**config.mk**
```make
export PLATFORM = sky130hd
export DESIGN_NAME = vr_fault_supervisor
export DESIGN_NICKNAME = d
export VERILOG_FILES = /design/src/rtl/vrfs_pkg.sv /design/src/rtl/persist_timer.sv /design/src/rtl/ovp_discharge_fsm.sv /design/src/rtl/fault_cause_reg.sv /design/src/rtl/vr_fault_supervisor.sv
export SDC_FILE = /design/constraint.sdc
export NUM_CORES = 1
export LEC_CHECK = 0
export ABC_CLOCK_PERIOD_IN_PS = 3750
export BUFFER_PORTS_ARGS = -buffer_cell sky130_fd_sc_hd__buf_4
export CAP_MARGIN = 10
export CORE_MARGIN = 2
export CORE_UTILIZATION = 25
export CTS_CLUSTER_DIAMETER = 50
export CTS_CLUSTER_SIZE = 10
export DETAILED_ROUTE_END_ITERATION = 7
export PLACE_DENSITY = 0.51
export RECOVER_POWER = 50
export SYNTH_ARGS = -nofsm -noshare
export SYNTH_HDL_FRONTEND = slang
export SYNTH_SLANG_ARGS = --single-unit
```
**constraint.sdc**
```tcl
create_clock -name clk -period 3.75 [get_ports clk]
set_clock_uncertainty 0.15 [all_clocks]
set_input_delay 0.375 -clock clk [delete_from_list [all_inputs] [get_ports clk]]
set_output_delay 0.375 -clock clk [all_outputs]
set_load 0.01 [all_outputs]
```
**src/rtl/vrfs_pkg.sv**
```systemverilog
// Shared types and helpers for the regulator fault supervisor.
// Assumes window lengths fit in 32 bits once converted to cycles.
package vrfs_pkg;

    // Fault cause codes, as seen on the cause output.
    typedef enum logic [2:0] {
        CAUSE_NONE      = 3'd0,
        CAUSE_OC        = 3'd1,
        CAUSE_OC_SEVERE = 3'd2,
        CAUSE_OV_ABS    = 3'd3,
        CAUSE_OV_REL    = 3'd4,
        CAUSE_UV        = 3'd5,
        CAUSE_UNBAL     = 3'd6
    } cause_e;

    // Discharge sequence of the absolute overvoltage class.
    typedef enum logic [1:0] {
        DIS_IDLE  = 2'd0,
        DIS_DRAIN = 2'd1,
        DIS_OFF   = 2'd2
    } dis_state_e;

    // Index of each timed fault class in the timer vector.
    localparam int NUM_TIMED = 5;
    localparam int TI_OC     = 0;
    localparam int TI_OCS    = 1;
    localparam int TI_OVR    = 2;
    localparam int TI_UV     = 3;
    localparam int TI_UNB    = 4;

    // Convert microseconds to clock cycles, rounded up, never below one.
    function automatic int unsigned us_to_cycles(input longint unsigned hz,
                                                 input longint unsigned us);
        longint unsigned c;
        c = (hz * us + 64'd999_999) / 64'd1_000_000;
        if (c == 64'd0) c = 64'd1;
        return c[31:0];
    endfunction

endpackage

```
**src/rtl/persist_timer.sv**
```systemverilog
// Persistence timer: raises hit_o on the CYCLES-th consecutive sampled high
// of flag_i. A low sample or an active clear restarts the count.
// Assumes CYCLES >= 1. After the hit the count saturates, so hit_o stays high.
module persist_timer #(
    parameter int unsigned CYCLES = 4
) (
    input  logic clk,
    input  logic rst_n,
    input  logic clr_i,
    input  logic flag_i,
    output logic hit_o
);
    localparam int unsigned CW = $clog2(CYCLES + 1);
    localparam logic [CW-1:0] LAST = CW'(CYCLES - 1);

    logic [CW-1:0] cnt_q;

    // Count consecutive high samples; saturate at the last step.
    always_ff @(posedge clk) begin
        if (!rst_n || clr_i || !flag_i) begin
            cnt_q <= '0;
        end else if (cnt_q != LAST) begin
            cnt_q <= cnt_q + CW'(1);
        end
    end

    // Hit when the current sample completes the window.
    assign hit_o = flag_i && !clr_i && (cnt_q == LAST);

endmodule

```
**src/rtl/ovp_discharge_fsm.sv**
```systemverilog
// Absolute overvoltage sequence: a trip moves to the drain state, where the
// low-side switch is held on. A sampled release flag then moves to the off
// state, where the PWM outputs are three-stated. Only rst_n leaves either state.
module ovp_discharge_fsm
    import vrfs_pkg::*;
(
    input  logic clk,
    input  logic rst_n,
    input  logic trip_i,
    input  logic below_i,
    output logic active_o,
    output logic drain_o,
    output logic off_o
);
    dis_state_e state_q;
    dis_state_e state_d;

    // Next-state choice of the discharge sequence.
    always_comb begin
        state_d = state_q;
        case (state_q)
            DIS_IDLE:  if (trip_i)  state_d = DIS_DRAIN;
            DIS_DRAIN: if (below_i) state_d = DIS_OFF;
            default:                state_d = state_q;
        endcase
    end

    // State register; the supply reset is the only exit.
    always_ff @(posedge clk) begin
        if (!rst_n) state_q <= DIS_IDLE;
        else        state_q <= state_d;
    end

    assign active_o = (state_q != DIS_IDLE);
    assign drain_o  = (state_q == DIS_DRAIN);
    assign off_o    = (state_q == DIS_OFF);

endmodule

```
**src/rtl/fault_cause_reg.sv**
```systemverilog
// First-fault cause register. It stores the highest-priority class that
// latches while empty and holds it until a clear. A clear by the enable keeps
// the absolute overvoltage code when that class is active.
module fault_cause_reg
    import vrfs_pkg::*;
(
    input  logic                 clk,
    input  logic                 rst_n,
    input  logic                 en_i,
    input  logic                 abs_hit_i,
    input  logic                 abs_active_i,
    input  logic [NUM_TIMED-1:0] timed_hit_i,
    output cause_e               cause_o
);
    cause_e pick;
    cause_e cause_q;

    // Priority pick among the classes that latch on this edge.
    always_comb begin
        if (abs_hit_i)                  pick = CAUSE_OV_ABS;
        else if (timed_hit_i[TI_OCS])   pick = CAUSE_OC_SEVERE;
        else if (timed_hit_i[TI_OC])    pick = CAUSE_OC;
        else if (timed_hit_i[TI_UV])    pick = CAUSE_UV;
        else if (timed_hit_i[TI_UNB])   pick = CAUSE_UNBAL;
        else if (timed_hit_i[TI_OVR])   pick = CAUSE_OV_REL;
        else                            pick = CAUSE_NONE;
    end

    // Record the first cause; clear on reset or on enable low.
    always_ff @(posedge clk) begin
        if (!rst_n) begin
            cause_q <= CAUSE_NONE;
        end else if (!en_i) begin
            cause_q <= (abs_active_i || abs_hit_i) ? CAUSE_OV_ABS : CAUSE_NONE;
        end else if (cause_q == CAUSE_NONE) begin
            cause_q <= pick;
        end
    end

    assign cause_o = cause_q;

endmodule

```
**src/rtl/vr_fault_supervisor.sv**
```systemverilog
// Fault timing and latching supervisor for a two-phase regulator.
// It times the comparator flags, latches faults, drives the protective
// requests, power-good and the cause code, and selects the halved overcurrent
// setpoint in single-phase mode.
// Assumes the flags are synchronous to clk, and rst_n is the supply reset.
module vr_fault_supervisor
    import vrfs_pkg::*;
#(
    parameter int unsigned CLK_HZ       = 10_000_000,
    parameter int unsigned OC_US        = 120,
    parameter int unsigned OC_SEVERE_US = 2,
    parameter int unsigned OV_REL_US    = 1000,
    parameter int unsigned UV_US        = 1000,
    parameter int unsigned UNBAL_US     = 1000
) (
    input  logic       clk,
    input  logic       rst_n,
    input  logic       en_i,
    input  logic       single_phase_i,
    input  logic       oc_flag_i,
    input  logic       oc_severe_flag_i,
    input  logic       ov_abs_flag_i,
    input  logic       ov_rel_flag_i,
    input  logic       uv_flag_i,
    input  logic       unbal_flag_i,
    input  logic       below_release_i,
    output logic       pwm_hiz_o,
    output logic       low_side_on_o,
    output logic       pgood_o,
    output logic       oc_half_sel_o,
    output logic [2:0] cause_o
);
    localparam int unsigned CYC_OC  = us_to_cycles(64'(CLK_HZ), 64'(OC_US));
    localparam int unsigned CYC_OCS = us_to_cycles(64'(CLK_HZ), 64'(OC_SEVERE_US));
    localparam int unsigned CYC_OVR = us_to_cycles(64'(CLK_HZ), 64'(OV_REL_US));
    localparam int unsigned CYC_UV  = us_to_cycles(64'(CLK_HZ), 64'(UV_US));
    localparam int unsigned CYC_UNB = us_to_cycles(64'(CLK_HZ), 64'(UNBAL_US));
    localparam int unsigned TMR_CYC [NUM_TIMED] =
        '{CYC_OC, CYC_OCS, CYC_OVR, CYC_UV, CYC_UNB};

    logic [NUM_TIMED-1:0] timed_flag;
    logic [NUM_TIMED-1:0] timed_hit;
    logic [NUM_TIMED-1:0] lat_q;
    logic                 timer_clr;
    logic                 abs_active;
    logic                 abs_drain;
    logic                 abs_off;
    logic                 shut_req;
    logic                 half_q;
    cause_e               cause_q;

    assign timer_clr = !en_i;

    // Gather the timed flags; the mismatch flag counts only in two-phase mode.
    always_comb begin
        timed_flag          = '0;
        timed_flag[TI_OC]   = oc_flag_i;
        timed_flag[TI_OCS]  = oc_severe_flag_i;
        timed_flag[TI_OVR]  = ov_rel_flag_i;
        timed_flag[TI_UV]   = uv_flag_i;
        timed_flag[TI_UNB]  = unbal_flag_i && !single_phase_i;
    end

    for (genvar g = 0; g < NUM_TIMED; g++) begin : g_tmr
        persist_timer #(
            .CYCLES (TMR_CYC[g])
        ) u_tmr (
            .clk    (clk),
            .rst_n  (rst_n),
            .clr_i  (timer_clr),
            .flag_i (timed_flag[g]),
            .hit_o  (timed_hit[g])
        );
    end

    // Latch the timed faults; enable low or supply reset clears them.
    always_ff @(posedge clk) begin
        if (!rst_n || !en_i) lat_q <= '0;
        else                 lat_q <= lat_q | timed_hit;
    end

    ovp_discharge_fsm u_ovp (
        .clk      (clk),
        .rst_n    (rst_n),
        .trip_i   (ov_abs_flag_i),
        .below_i  (below_release_i),
        .active_o (abs_active),
        .drain_o  (abs_drain),
        .off_o    (abs_off)
    );

    fault_cause_reg u_cause (
        .clk          (clk),
        .rst_n        (rst_n),
        .en_i         (en_i),
        .abs_hit_i    (ov_abs_flag_i),
        .abs_active_i (abs_active),
        .timed_hit_i  (timed_hit),
        .cause_o      (cause_q)
    );

    // Register the phase mode to select the halved overcurrent setpoint.
    always_ff @(posedge clk) begin
        if (!rst_n) half_q <= 1'b0;
        else        half_q <= single_phase_i;
    end

    assign shut_req      = lat_q[TI_OC] | lat_q[TI_OCS] | lat_q[TI_UV] | lat_q[TI_UNB];
    assign pwm_hiz_o     = abs_active ? abs_off : shut_req;
    assign low_side_on_o = abs_drain;
    assign pgood_o       = en_i && (lat_q == '0) && !abs_active;
    assign oc_half_sel_o = half_q;
    assign cause_o       = cause_q;

endmodule

```
After elaboration in Yosys (flattened, before gate mapping) --
Index checks and enable logic that the tools add are counted.
Storage, ports and cells: input bits 11, memories 0, bits in writable memories 0, bits in registers 69, memory bits (read-only) 0, output and inout bits 7, latch bits 0, word-level logic and storage cells 81
Cells by class: mux-type cells 13, shifts and indexed selects 0, magnitude comparators 0, divide/modulo/power cells 0, eq/ne operators 15, multiply operators 0, bitwise logic cells 4, reductions and logical operators 35, $add $sub $neg 5
Operator list (count):
- $add A14 B1 Y14 const B | 3
- $eq A14 B14 Y1 const B | 3
- $ne A14 B14 Y1 const B | 3
- $mux W3 | 8
- $logic_and A1 B1 Y1 | 13
- $add A11 B1 Y11 const B | 1
- $eq A11 B11 Y1 const B | 1
- $ne A11 B11 Y1 const B | 1
- $logic_not A1 Y1 | 9
- $logic_or A1 B1 Y1 | 7
- $mux W2 | 3
- $add A5 B1 Y5 const B | 1
- $eq A5 B5 Y1 const B | 1
- $logic_not A5 Y1 | 1
- $ne A5 B5 Y1 const B | 1
- $or A5 B5 Y5 | 1
- $ne A2 B2 Y1 const B | 2
- $pmux W2 S2 | 1
- $reduce_bool A2 Y1 | 2
- $logic_not A3 Y1 | 1
- $or A1 B1 Y1 | 3
- $reduce_and A3 Y1 | 1
- $eq A2 B1 Y1 const B | 1
- $eq A2 B2 Y1 const B | 1
- 3 further kinds | 3

Depth between registers and ports, before layout --
Gate-level depths: netlist (run 1).
depth after elaboration 11, gate-level depth with buffers 7, depth with buffers taken out 6

Cells and area by module --
From an unflattened synthesis (run 1), not the netlist that was laid out.
Second synthesis, totals: cells, all modules 356, area, all modules 3269.4 um^2
By module, submodules not included:
- persist_timer (g_tmr[2].u_tmr ...) | seq. area each 280.3 um^2, area an instance 675.6 um^2, cells each 73, instances 3
- persist_timer (g_tmr[0].u_tmr) | seq. area each 220.2 um^2, area an instance 545.5 um^2, cells each 62, instances 1
- persist_timer (g_tmr[1].u_tmr) | seq. area each 100.1 um^2, area an instance 226.5 um^2, cells each 22, instances 1
- vr_fault_supervisor | seq. area each 120.1 um^2, area an instance 206.4 um^2, cells each 23, instances 1
- fault_cause_reg | seq. area each 60.1 um^2, area an instance 162.7 um^2, cells each 19, instances 1
- ovp_discharge_fsm | seq. area each 40.0 um^2, area an instance 101.3 um^2, cells each 11, instances 1

Worst setup path before layout (run 1) --
Ideal clock, no wire load.
path kind flip-flop to flip-flop, start point reg g_tmr[1].u_tmr.cnt_q[0], end point reg u_cause.cause_q[1] (netlist: u_cause.cause_o[1]), setup slack 1.759 ns, period minus slack after synthesis 1.991 ns, arrival 1.712 ns, cell stages (with the launch flop) 7, library setup time 0.130 ns, required time 3.470 ns, buffers on the path 0, cells stage by stage dfxtp_1 ha_1 nor4bb_1 and3_2 or4b_2 o41ai_1 a21oi_1
Between the ends: word-level cells in the longest chain between the ends 6
Ends and longest elaborated chain:
- start: declaration | line persist_timer.sv:16 | logic [CW-1:0] cnt_q;
- start signal: assignment | line persist_timer.sv:23 | cnt_q <= cnt_q + CW'(1);
- $eq A5 B5 Y1 | line persist_timer.sv:28 | assign hit_o = flag_i && !clr_i && (cnt_q == LAST);
- $logic_and A1 B1 Y1 | line persist_timer.sv:28
- $mux W3 | line fault_cause_reg.sv:21 | else if (timed_hit_i[TI_OCS]) pick = CAUSE_OC_SEVERE;
- $mux W3 | line fault_cause_reg.sv:20 | if (abs_hit_i) pick = CAUSE_OV_ABS;
- $mux W3 | line fault_cause_reg.sv:35 | end else if (cause_q == CAUSE_NONE) begin
- $mux W3 | line fault_cause_reg.sv:33 | end else if (!en_i) begin
- end signal: assignment | line fault_cause_reg.sv:34 | cause_q <= (abs_active_i || abs_hit_i) ? CAUSE_OV_ABS : CAUSE_NONE;
- end signal: assignment | line fault_cause_reg.sv:36 | cause_q <= pick;
- end: declaration | line fault_cause_reg.sv:16 | cause_e cause_q;
Every way passes these cells. The select of a mux whose other input is x is not followed. A chain may end at the register's enable or synchronous reset.

Final worst setup path (run 1) --
start point reg lat_q[3], end point out pgood_o
Between the ends: word-level cells in the longest chain between the ends 3
Ends and longest elaborated chain:
- start: declaration | line vr_fault_supervisor.sv:43 | logic [NUM_TIMED-1:0] lat_q;
- start signal: assignment | line vr_fault_supervisor.sv:79 | else lat_q <= lat_q | timed_hit;
- $logic_not A5 Y1 | line vr_fault_supervisor.sv:111 | assign pgood_o = en_i && (lat_q == '0) && !abs_active;
- $logic_and A1 B1 Y1 (2 in series) | line vr_fault_supervisor.sv:111
- end: declaration | line vr_fault_supervisor.sv:29 | output logic pgood_o,
Every way passes these cells.

==> qor.csv, run 1 <==
metric;value;unit
cap_viol_max_count;0;
gp_congestion;0.7465;
remaining_drc_errors;0;
clk_path_buf_depth;2;
synth_flop_cell;dfxtp_1;
area_growth;17.66;%
synth_cell_types;42;
drtPass1Iterations;4;
avgSynthCellArea;8.726;sq um
fillCellCount;1237;
crit_fanout;2;
dpl.hpwl;3919;microns
place_ws;1.669;ns
async_flop_share;0;%
grt_max_degree;17;
total_power;1635;uW
io_buffers;17;
yosys_warnings;0;
grt_util_met3;3.454;%
arrival;1.65;ns
drive_above_1_share;8.895;%
cts_setup_buffers;0;
numCtsBuffers;9;
die-width;113.7;microns
finalHoldViolations;0;
netlist.area_leader.share;45.89;%
clkSlewWorstSetupHoldPaths;0.05;ns
critPathLaunch;lat_q[3];
maxSlewHeadroom;53.27;%
p_per_area;461.5;mW/mm^2
drt.antenna.violating_nets;0;
seq_area_frac_synth;45.89;%
routed_via_density;4.479;
wl_per_cell;10.84;microns
final_cells;518;
netlist_area;0.003010;sq mm
r2r_start;g_tmr[3].u_tmr.cnt_q[0];
cts_hold_buffers;0;
synth-edff-count;0;
cts_root_buf;clkbuf_16;
startpoint_type;register;
die_area;0.01294;sq mm
grt_busiest_layer;met2;
h-tree-depth;3;
core_area;0.01186;sq mm
hold_class;in -> reg;
cp.required;3.22;ns
multi_input_area;0.001553;sq mm
ff_latch_area;0.001381;sq mm
clk_latency;0.32;ns
final_util;29.86;%
gr-total-overflow;0;
path_class;reg -> out;
fin_setup_tns;0;ns
yosysMostFrequentCell;nor2_1;
final_max_slew_viol_count;0;
grt_pass1_vias;2239;
drt_iter0_markers;73;
worstSetupEndpointType;primary output;
min_period;2.176;ns
io_pins;18;
leakage;0.001233;uW
worstHoldStart;below_release_i;
start_util;25.38;%
rows;40;
routed_wirelength;5614;microns
layout.nets;382;
synthTopCellsByCount;70 x nor2_1, 69 x dfxtp_1, 27 x xor2_1;
setup_viol;0;
vdd_drop_max;0.2528;mV
cts.sinks;69;
num_antenna_cells;0;
fmax;0.4595;GHz
synth_top_area_cell;dfxtp_1;
chipHeight;113.7;microns
syn-num-nets;361;
grt_pass1_wl;10070;microns
dpl.cell_count;502;
worst_slew_pin_slew;0.6916;ns
grtUsageTotal;9.573;%
syn_inst;345;
finalCritPeriodShare;58.04;%
antenna_found_initial;0;
ctsResizeCount;0;
via_count;2320;
grt_util_met2;14.89;%
gr-usage-met1;12.38;%
cts_tree;built;
outcome;finished clean;
fin_ws;1.574;ns
ys_ff_latch;69;
synthTopCellsByArea;dfxtp_1 46%, nor2_1 8.7%, xor2_1 7.9%;
grt_setup_unrepaired;no;
[area by class of cell]
class / instances / area share, %
flip-flops and latches: 69 / 39.00
multi-input cells: 262 / 43.84
inverters: 7 / 0.7418
repair buffers: 17 / 2.967
well taps: 147 / 5.192
clock buffers: 11 / 6.853
clock inverters: 5 / 1.413
[flip-flops by register name (all words and copies together) (netlist names)]
name               count
lat_q                  5
u_ovp.state_q          2
g_tmr.u_tmr.cnt_q     58
u_cause.cause_o        3
oc_half_sel_o          1
[final timing paths]
check                  endpoint  slack (ns)  cells past startpoint
max                     pgood_o        1.57                      4
min            u_ovp.state_q[0]        0.09                      2
max reg2reg  u_cause.cause_o[0]        1.61                      6
min reg2reg            lat_q[0]        0.31                      2
[per-stage QoR]
step	cell area, sq um	hold WS, ns
floorplan	3010	0.2788
global placement	3273	0.2958
detailed placement	3273	0.3075
CTS	3566	0.07694
global route	3542	0.08768
finish	3542	0.09286
[worst max-delay path, stage by stage (launching register included)]
cell     delay [ns]
dfxtp_1        0.31
or4_1          0.54
nor2_1         0.14
and3_1         0.21
buf_4          0.14
[power by group]
| group | total, uW | switching [uW] | internal, uW | leakage [uW] |
|---|---|---|---|---|
| Sequential | 749 | 8.31 | 741 | 0.000558 |
| Clock | 833 | 305 | 528 | 0.000149 |
| Combinational | 53.1 | 29.9 | 23.1 | 0.000526 |
[layer usage]
metal / vias up / wire [microns]
met4: 0 / 42
met5: - / 0
met3: 2 / 182
met1: 1059 / 2900
met2: 21 / 2488
li1: 1238 / -
[placed cells by master, fill, tap and decap left out, types with 2 or more instances in the layout]
cell / n
nand2_1: 24
o21bai_1: 2
ha_1: 5
dfxtp_1: 69
xor2_1: 27
and4b_1: 2
a21oi_1: 15
mux2i_1: 4
nor4_1: 2
xnor2_1: 13
a211oi_1: 2
nor2b_1: 5
clkbuf_16: 9
nor3b_1: 2
buf_4: 11
and2_1: 2
nand3_1: 21
o41ai_1: 2
nor3_1: 10
nor2_1: 70
inv_1: 7
o21ai_0: 6
nand2b_1: 2
and3_1: 8
or3_1: 7
nand4_1: 13
a31oi_1: 4
clkinv_2: 4
clkbuf_1: 7
[cells by family (layout without fill, tap and decap cells)]
| family | count (synthesis) | in the layout | synth area share, % |
|---|---|---|---|
| and+or+nand+nor | 178 | 178 | 29.34 |
| DFF | 69 | 69 | 45.89 |
| xor gates and xnor gates | 40 | 40 | 11.64 |
| AOI/OAI and AO/OA | 35 | 35 | 7.232 |
| buffers and inverters | 14 | 40 | 2.494 |
| adders and majority gates | 5 | 5 | 2.078 |
| muxes | 4 | 4 | 1.330 |
(Power assumes the default switching activity.)
==> run 2: changes to the inputs <==
- ABC_CLOCK_PERIOD_IN_PS: 3750 -> 1800
- PLACE_DENSITY: 0.51 -> 0.52
- clock period: 3.75 -> 1.8 ns (I/O delays scaled with it)
==> run 2 against run 1 <==
  * The flow now finishes with violations (setup timing)
  * Flip-flop and latch count stayed put
  * Setup slack worse by 1.7 ns
  * Total power is 110% higher
  * Global-route usage is 0.98 points higher
  * Sequential power is 110% higher
  * Combinational power grew to 2.6 times the previous value
  * Clock-buffer cell count stayed put
  * Sequential share of layout area is 2.8 points lower
  * Critical path type unchanged
==> qor.csv, run 2 (synthesized netlist as in run 1, its figures left out) <==
metric;value;unit;change
via_count;2486;;+7.2%
finalCritPeriodShare;105.5;%;
placed_area;0.003523;sq mm;+7.6%
p_comb_share;4.0;%;+0.8 points
remaining_drc_errors;0;;unchanged
p_sw;707.2;uW;+110%
rows;40;;unchanged
final_cell_mix;69 x nor2_1, 64 x dfxtp_1, 31 x buf_4;;
grtUsageTotal;10.56;%;+0.98 points
dpl.hpwl;4368;microns;+11%
maxSlewHeadroom;78.28;%;+25 points
grt_pass1_vias;2541;;+13%
io_pins;18;;unchanged
antenna_found_initial;0;;unchanged
worstHoldStart;ov_abs_flag_i;;
grt_pass1_wl;11100;microns;+10%
final_max_slew_viol_count;0;;unchanged
setup_viol;2;;+2
die_area;0.01294;sq mm;unchanged
outcome;finished with violations;;
grt_setup_unrepaired;yes;;
drt_iter0_markers;67;;-8.2%
numCtsBuffers;9;;unchanged
fmax;0.5268;GHz;
num_antenna_cells;0;;unchanged
dpl.cell_count;529;;+5.4%
layout.nets;415;;+8.6%
violations;setup timing;;
r2r_start;g_tmr[3].u_tmr.cnt_q[1];;
gp_congestion;0.7359;;-1.4%
die-width;113.7;microns;unchanged
vdd_drop_max;0.3634;mV;+44%
clk_path_buf_depth;2;;unchanged
drive_above_1_share;16.87;%;+8.0 points
gr-total-overflow;0;;unchanged
hold_depth;3;;+1
io_buffers;17;;unchanged
timing.rr.end;u_cause.cause_o[0];;
swShare;20.70;%;-0.27 points
p_seq_share;45.7;%;about the same
routed_via_density;4.520;;+0.92%
leakage;0.001380;uW;+12%
clkSlewWorstSetupHoldPaths;0.06;ns;about the same
h-tree-depth;3;;unchanged
path_class;reg -> out;;
total_power;3416;uW;+110%
timing.hold.worst_endpoint;u_cause.cause_o[1];;
final_cell_area;0.003834;sq mm;+8.2%
regMostFlops;g_tmr.u_tmr.cnt_q;;
critPathLaunch;lat_q[0];;
cts_root_buf;clkbuf_16;;
drt.antenna.violating_nets;0;;unchanged
area_growth;27.35;%;
finalHoldViolations;0;;unchanged
cts_tree;built;;
internal_power;2709;uW;+110%
final_cells;550;;+6.2%
p_per_area;891.1;mW/mm^2;+93%
place_ws;-0.002929;ns;-1.672 ns
cp.required;1.47;ns;-1.75 ns
cap_viol_max_count;0;;unchanged
chipHeight;113.7;microns;unchanged
whs;0.006830;ns;-0.08602 ns
worstSetupEndpointType;primary output;;
final_common_cell;nor2_1;;
cts.sinks;69;;unchanged
startpoint_type;register;;
fin_ws;-0.09838;ns;-1.672 ns
wl_per_cell;11.07;microns;+2.2%
arrival;1.57;ns;-0.08 ns
start_util;25.38;%;unchanged
hold_class;in -> reg;;
drtPass1Iterations;4;;unchanged
crit_fanout;2;;unchanged
grt_max_degree;17;;unchanged
reg2reg_slack;0.01;ns;-1.60 ns
routed_wirelength;6091;microns;+8.5%
min_period;1.898;ns;
pwr-share-clk;50.4;%;-0.5 points
largest_reg_flops;58;;unchanged
worstRegToRegCells;6;;unchanged
core_area;0.01186;sq mm;unchanged
worst_slew_pin_slew;0.3214;ns;-0.3701 ns
clk_latency;0.33;ns;about the same
## run 2: power groups by stage
| stage | Sequential (uW) | Combinational, uW | Clock, uW |
|---|---|---|---|
| final | 1560 | 136 | 1720 |
| after global routing | 1560 | 152 | 1850 |
| after CTS | 1560 | 147 | 1780 |
| after detailed placement | 1590 | 135 | 0 |
| after global placement | 1590 | 134 | 0 |
| after floorplan | 1590 | 68.7 | 0 |
## run 2: how the worst max path moves through the flow
stage / endpoint / slack, ns / cells past startpoint
after global placement: u_cause.cause_o[1] / 0.05 / 6
after floorplan: u_cause.cause_o[0] / 0.001 / 7
after CTS: pgood_o / -0.15 / 4
after detailed placement: u_cause.cause_o[0] / -0.003 / 5
final: pgood_o / -0.1 / 4
after global routing: pgood_o / -0.16 / 4
## run 2: layer usage
metal  share of wire [%]  track usage (%)  vias up
met4                 1.1            4.065        0
met5                   0                0        -
met3                 3.3            3.879        4
met1                  47            12.14     1155
met2                  49            17.92       27
li1                    -                -     1300
## run 2: cell type report
type	count	area, sq um
Tap cell	147	183.9
Clock buffer	11	242.7
Timing Repair Buffer	50	341.6
Inverter	7	26.28
Multi-Input combinational cell	262	1603
Fill cell	1231	8028
Clock inverter	4	48.80
Sequential cell	69	1388
## run 2: worst max-delay path: stages, from the launching register on
cell and delay, ns:
dfxtp_2 0.32, or4_4 0.55, nor2_4 0.10, and3_4 0.18, buf_6 0.09
## run 2: what timing repair did
action | in CTS | in global routing
hold buffers | 4 | 0
setup buffers | 0 | 2
endpoints found under the hold margin | 5 | 0
pin swaps | 4 | 9
gates resized for setup | 7 | 11
endpoints found under the setup margin | 3 | 5
## run 2: stage by stage
step	util, %	TNS, ns
floorplan	-	0
global placement	29.70	0
detailed placement	29.70	-0.002929
CTS	32.73	-0.2191
global route	32.32	-0.4459
finish	32.32	-0.1148
